### config.mk
export PLATFORM = sky130hd
export DESIGN_NAME = cken_divider
export DESIGN_NICKNAME = d
export VERILOG_FILES = /design/src/rtl/cken_pkg.sv /design/src/rtl/cken_regs.sv /design/src/rtl/cken_domain.sv /design/src/rtl/cken_divider.sv
export SDC_FILE = /design/constraint.sdc
export NUM_CORES = 1
export LEC_CHECK = 0
export ABC_AREA = 1
export CORE_UTILIZATION = 35
export CTS_CLUSTER_DIAMETER = 100
export DETAILED_ROUTE_END_ITERATION = 10
export DONT_BUFFER_PORTS = 1
export GPL_TIMING_DRIVEN = 0
export PLACE_DENSITY = 0.46
export REMOVE_ABC_BUFFERS = 1
export SYNTH_ARGS = -nofsm -noshare
export SYNTH_HDL_FRONTEND = slang
export SYNTH_HIERARCHICAL = 1
export SYNTH_SLANG_ARGS = --single-unit
### constraint.sdc
create_clock -name clk -period 2.4 [get_ports clk]
set_clock_uncertainty 0.1 [all_clocks]
set_input_delay 0.72 -clock clk [delete_from_list [all_inputs] [get_ports clk]]
set_output_delay 0.72 -clock clk [all_outputs]
set_load 0.01 [all_outputs]
### src/rtl/cken_pkg.sv
package cken_pkg;

    localparam int DATA_W  = 16;
    localparam int ADDR_W  = 2;
    localparam int SEL_W   = 3;
    localparam int RATIO_W = 4;
    localparam int N_DOM   = 3;

    typedef enum logic [0:0] {
        ST_BYPASS = 1'b0,
        ST_DIVIDE = 1'b1
    } dom_state_t;

    // core and bus table
    function automatic logic [RATIO_W-1:0] core_ratio(input logic [SEL_W-1:0] code);
        logic [RATIO_W-1:0] r;
        case (code)
            3'd0:    r = RATIO_W'(1);
            3'd1:    r = RATIO_W'(2);
            3'd2:    r = RATIO_W'(3);
            3'd3:    r = RATIO_W'(4);
            3'd4:    r = RATIO_W'(5);
            default: r = RATIO_W'(8);
        endcase
        return r;
    endfunction

    // peripheral table
    function automatic logic [RATIO_W-1:0] periph_ratio(input logic [SEL_W-1:0] code);
        logic [RATIO_W-1:0] r;
        case (code)
            3'd0:    r = RATIO_W'(2);
            3'd1:    r = RATIO_W'(3);
            3'd2:    r = RATIO_W'(4);
            3'd3:    r = RATIO_W'(6);
            default: r = RATIO_W'(8);
        endcase
        return r;
    endfunction

endpackage

### src/rtl/cken_regs.sv
module cken_regs
    import cken_pkg::*;
#(
    parameter int DW     = DATA_W,
    parameter int AW     = ADDR_W,
    parameter int N_REGS = 3
) (
    input  logic          clk,
    input  logic          rst_n,
    input  logic          we,
    input  logic [AW-1:0] addr,
    input  logic [DW-1:0] wdata,
    output logic [DW-1:0] ctrl_q,
    output logic [DW-1:0] rdata
);

    logic [DW-1:0] store_q [N_REGS];

    for (genvar g = 0; g < N_REGS; g++) begin : g_word
        always_ff @(posedge clk or negedge rst_n) begin
            if (!rst_n) begin
                store_q[g] <= '0;
            end else if (we && (addr == AW'(g))) begin
                store_q[g] <= wdata;
            end
        end
    end

    assign ctrl_q = store_q[0];

    always_comb begin
        rdata = '0;
        for (int i = 0; i < N_REGS; i++) begin
            if (addr == AW'(i)) rdata = store_q[i];
        end
    end


    ctrl_write_chk: assert property (@(posedge clk) disable iff (!rst_n)
        (we && addr == '0) |=> (ctrl_q == $past(wdata)));

endmodule

### src/rtl/cken_domain.sv
module cken_domain
    import cken_pkg::*;
#(
    parameter int RW        = RATIO_W,
    parameter int SW        = SEL_W,
    parameter bit IS_PERIPH = 1'b0,
    parameter int RST_RATIO = 1
) (
    input  logic          clk,
    input  logic          rst_n,
    input  logic [SW-1:0] sel,
    output logic          en_o,
    output logic [RW-1:0] ratio_o
);

    localparam logic [RW-1:0] RST_R = RW'(RST_RATIO);
    localparam logic [RW-1:0] ONE   = RW'(1);

    dom_state_t     state_q;
    logic [RW-1:0]  act_q;
    logic [RW-1:0]  cnt_q;
    logic [RW-1:0]  req;
    logic           wrap;

    if (IS_PERIPH) begin : g_per
        assign req = periph_ratio(sel);
    end else begin : g_core
        assign req = core_ratio(sel);
    end

    assign wrap = (cnt_q == act_q - ONE);

    // state register, active ratio and counter
    always_ff @(posedge clk or negedge rst_n) begin
        if (!rst_n) begin
            state_q <= (RST_R == ONE) ? ST_BYPASS : ST_DIVIDE;
            act_q   <= RST_R;
            cnt_q   <= '0;
        end else if (wrap) begin
            state_q <= (req == ONE) ? ST_BYPASS : ST_DIVIDE;
            act_q   <= req;
            cnt_q   <= '0;
        end else begin
            cnt_q   <= cnt_q + ONE;
        end
    end

    // outputs
    always_comb begin
        unique case (state_q)
            ST_BYPASS: en_o = 1'b1;
            ST_DIVIDE: en_o = wrap;
            default:   en_o = 1'b0;
        endcase
    end

    assign ratio_o = act_q;


    cnt_bound_chk: assert property (@(posedge clk) disable iff (!rst_n)
        cnt_q < act_q);

    pulse_gap_chk: assert property (@(posedge clk) disable iff (!rst_n)
        (en_o && req != ONE) |=> !en_o);

    ratio_hold_chk: assert property (@(posedge clk) disable iff (!rst_n)
        !en_o |=> $stable(ratio_o));

    bypass_high_chk: assert property (@(posedge clk) disable iff (!rst_n)
        (ratio_o == ONE) |-> en_o);

endmodule

### src/rtl/cken_divider.sv
module cken_divider
    import cken_pkg::*;
#(
    parameter int DW = DATA_W,
    parameter int AW = ADDR_W,
    parameter int RW = RATIO_W
) (
    input  logic          clk,
    input  logic          rst_n,
    input  logic          reg_we,
    input  logic [AW-1:0] reg_addr,
    input  logic [DW-1:0] reg_wdata,
    output logic [DW-1:0] reg_rdata,
    output logic          cpu_en,
    output logic          bus_en,
    output logic          per_en,
    output logic [RW-1:0] cpu_ratio,
    output logic [RW-1:0] bus_ratio,
    output logic [RW-1:0] per_ratio
);

    localparam int SEL_BITS = N_DOM * SEL_W;

    logic [DW-1:0] ctrl;
    logic          en_v    [N_DOM];
    logic [RW-1:0] ratio_v [N_DOM];

    cken_regs #(.DW(DW), .AW(AW), .N_REGS(3)) u_regs (
        .clk    (clk),
        .rst_n  (rst_n),
        .we     (reg_we),
        .addr   (reg_addr),
        .wdata  (reg_wdata),
        .ctrl_q (ctrl),
        .rdata  (reg_rdata)
    );

    // domain 0 core (bits 8:6), 1 bus (5:3), 2 peripheral (2:0)
    for (genvar d = 0; d < N_DOM; d++) begin : g_dom
        localparam int LSB = SEL_BITS - SEL_W * (d + 1);
        cken_domain #(
            .RW        (RW),
            .SW        (SEL_W),
            .IS_PERIPH (d == N_DOM - 1),
            .RST_RATIO ((d == N_DOM - 1) ? 2 : 1)
        ) u_dom (
            .clk     (clk),
            .rst_n   (rst_n),
            .sel     (ctrl[LSB +: SEL_W]),
            .en_o    (en_v[d]),
            .ratio_o (ratio_v[d])
        );
    end

    assign cpu_en    = en_v[0];
    assign bus_en    = en_v[1];
    assign per_en    = en_v[2];
    assign cpu_ratio = ratio_v[0];
    assign bus_ratio = ratio_v[1];
    assign per_ratio = ratio_v[2];

endmodule

==> metrics list <==
- Max Slew Vio Count: 0
* Post-DR wirelength/cell: roughly 15 um
* H-tree depth reported by CTS: 3
- Counting along the longest clock path gives a buffer depth of 2.
- Clock tree from TritonCTS: done
* Setup violations, final: 3
* Initial core utilization: 35.9%
- Total Nets Final: 508
* Rows: 39
- At the worst endpoint, the arrival time is around 1.8 ns.
- STA classifies the critical path endpoint as an output pin.
- Clock Latency Late Sink: between 0.3 and 0.4 ns
- Remaining number of nets flagged by the antenna check after routing: 0
- The worst setup path is of the reg2out kind.
- The number of global-route vias before repair is roughly 3200.
- Violations in the final reports: negative hold slack, negative setup slack
- Launching instance or port of the critical path: g_dom[0].u_dom/ratio_o[0]
- The cell area that synthesis handed to floorplanning was about 4100 um^2.
- Endpoint of the worst setup timing path: cpu_en
- Gate Count Post-Synth: about 500
* Number of DRC violations after detailed routing: 0
* Average vias per placed instance: roughly 5
* I/O Pins: 52
- Global-route wire length before repair: roughly 16000 um
* Tot GR Track Use: between 15 and 20%
* Final worst path period need: about 2.6 ns
* Tcrit/Tclk final: 108%
- In the layout the commonest cells are 165 x nand2_1, 87 x nand3_1, 70 x dfrtp_1, 32 x nand4_1, 20 x inv_1.
- Hold violation count in the final report: 24
* DRT iter0 DRCs: about 220
- Number of buffers created by CTS: 9
- Max Cap Viol: 0
- Once detailed placement completed, the half-perimeter wirelength came to ~5600 um.
* Average instance area after synthesis: 8.23 um^2
* Fillcell total: roughly 1200
- The analysis attributes to cell leakage a power of about 2.2 nW.
* Yosys warning count: 6
- The floorplan step set the die width to ~110 um.
* Register-to-register setup slack: approximately 0.52 ns
- Input and output buffers added on the ports amount to 0.
- Clock root buffer: clkbuf_16
- Clk sinks: 75
* Critical-path maximum fanout: 4
- Total power per unit cell area: between 1000 and 1500 nW/um^2
- The startpoint identified for the worst register-to-register timing path is g_dom[1].u_dom/ratio_o[0].
- Setup repair after global routing could not meet its margin everywhere.
- Antenna violations before repair: 0
- On the final layout, the worst hold slack is -0.0146 ns.
- The worst register-to-register path ends at g_dom[1].u_dom/ratio_o[2].
* Required time at the worst-slack endpoint: between 1.5 and 2 ns
- After clock tree synthesis, the clock-pin slew on the worst setup and hold paths is ~0.060 ns.
- Ratio of cells with drive above 1 in the final layout: between 10% and 20%
* Post-layout util: 38.8%
- The floorplan step set the die height to approximately 110 um.
* Global-route congestion overflow total: 0
- The region available for standard cell placement spans between 10000 and 15000 um^2.
- Die Area: between 10000 and 15000 um^2
* Relative slew slack: roughly two thirds
- Derived from the worst setup path, the maximum achievable clock frequency is 0.387 GHz.
- The number of antenna diodes in the final layout is 0.
- Worst Setup Slack, final: -0.182 ns
- Area growth from synthesis to layout: 8.06%
- Power comes to around 5.5 mW.
* Number of detailed-route iterations in the first pass: 4
* Count of cells along the worst register-to-register path: 11
* Overall via count from detail_route: approximately 3200
- Routed wire length: around 9700 um
- Gpl congestion: between 0.6 and 0.7
* IR Drop Worst-Case VDD: between 0.4 and 0.5 mV
- Pin count of the biggest net entering global routing: 76
* HP Class: in2async
* Most common cell after layout, fill and taps aside: nand2_1
- The worst setup path is launched from a flop.
- The flow ran to the end, but the final reports show violations.
* Actual transition at the worst max-transition pin: about 0.52 ns
==> worst min path at each step <==
stage                                           end  slack [ns]  cells past startpoint
after CTS                 g_dom[2].u_dom/ratio_o[2]       -0.03                      0
after global placement    g_dom[2].u_dom/ratio_o[2]        0.33                      0
after global routing              u_regs/store_q[4]       -0.04                      0
after floorplan             g_dom[0].u_dom/cnt_q[0]        0.32                      0
after detailed placement  g_dom[2].u_dom/ratio_o[2]        0.33                      0
final                     g_dom[2].u_dom/ratio_o[2]       -0.01                      0
==> layer usage <==
layer | track usage (%) | vias up | part of all wire (%) | routed length [um]
met5 | 0 | - | 0 | 0
met1 | 23.1 | 1565 | 48 | 4630
li1 | - | 1597 | - | -
met3 | 4.70 | 9 | 4.6 | 449
met4 | 6.77 | 0 | 1.1 | 110
met2 | 27.3 | 58 | 47 | 4530
==> power breakdown <==
part	internal, mW	leakage, nW	switching, mW
combinational	0.864	1.18	1.31
sequential	1.65	0.923	0.369
clock	0.783	0.143	0.506
total	3.29	2.25	2.18
==> cell type report <==
class                           instances  area, um^2  area share [%]
Multi-Input combinational cell        361        1920            43.4
Clock inverter                          2        10.0           0.226
Clock buffer                           14         274            6.19
Tap cell                              143         179            4.04
Sequential cell                        75        1880            42.5
Timing Repair Buffer                    7        52.6            1.19
Inverter                               27         106            2.40
==> through the flow <==
stage / instances / setup WS, ns / TNS [ns] / area, um^2
6_report: 629 / -0.182 / -0.514 / 4430
5_1_grt: 629 / -0.292 / -0.827 / 4430
4_1_cts: 629 / -0.227 / -0.634 / 4410
3_5_place_dp: 606 / -0.0938 / -0.224 / 4030
3_3_place_gp: 606 / -0.0707 / -0.163 / 4030
2_1_floorplan: 463 / 0.0491 / 0 / 3850
==> what timing repair did <==
action,CTS,global route
setup endpoints to repair,3,16
buffers inserted,7,0
gates resized for setup,8,11
pin swaps,8,0
hold endpoints to repair,71,71
==> flip-flops by register name (all words and copies together), names as in the netlist <==
name / count
u_regs/ctrl_q: 16
g_dom.u_dom/ratio_o: 12
g_dom.u_dom/cnt_q: 12
g_dom.u_dom/state_q: 3
u_regs/store_q: 32
==> critical path: stages (launching register included) <==
cell and delay [ns]:
dfstp_2 0.60, inv_2 0.07, ha_4 0.26, nor2_1 0.04
nor2_2 0.12, nand2_2 0.09, nor2_8 0.11, nand2_4 0.06
nand2_4 0.07
Power figures use the tool's default switching activity.
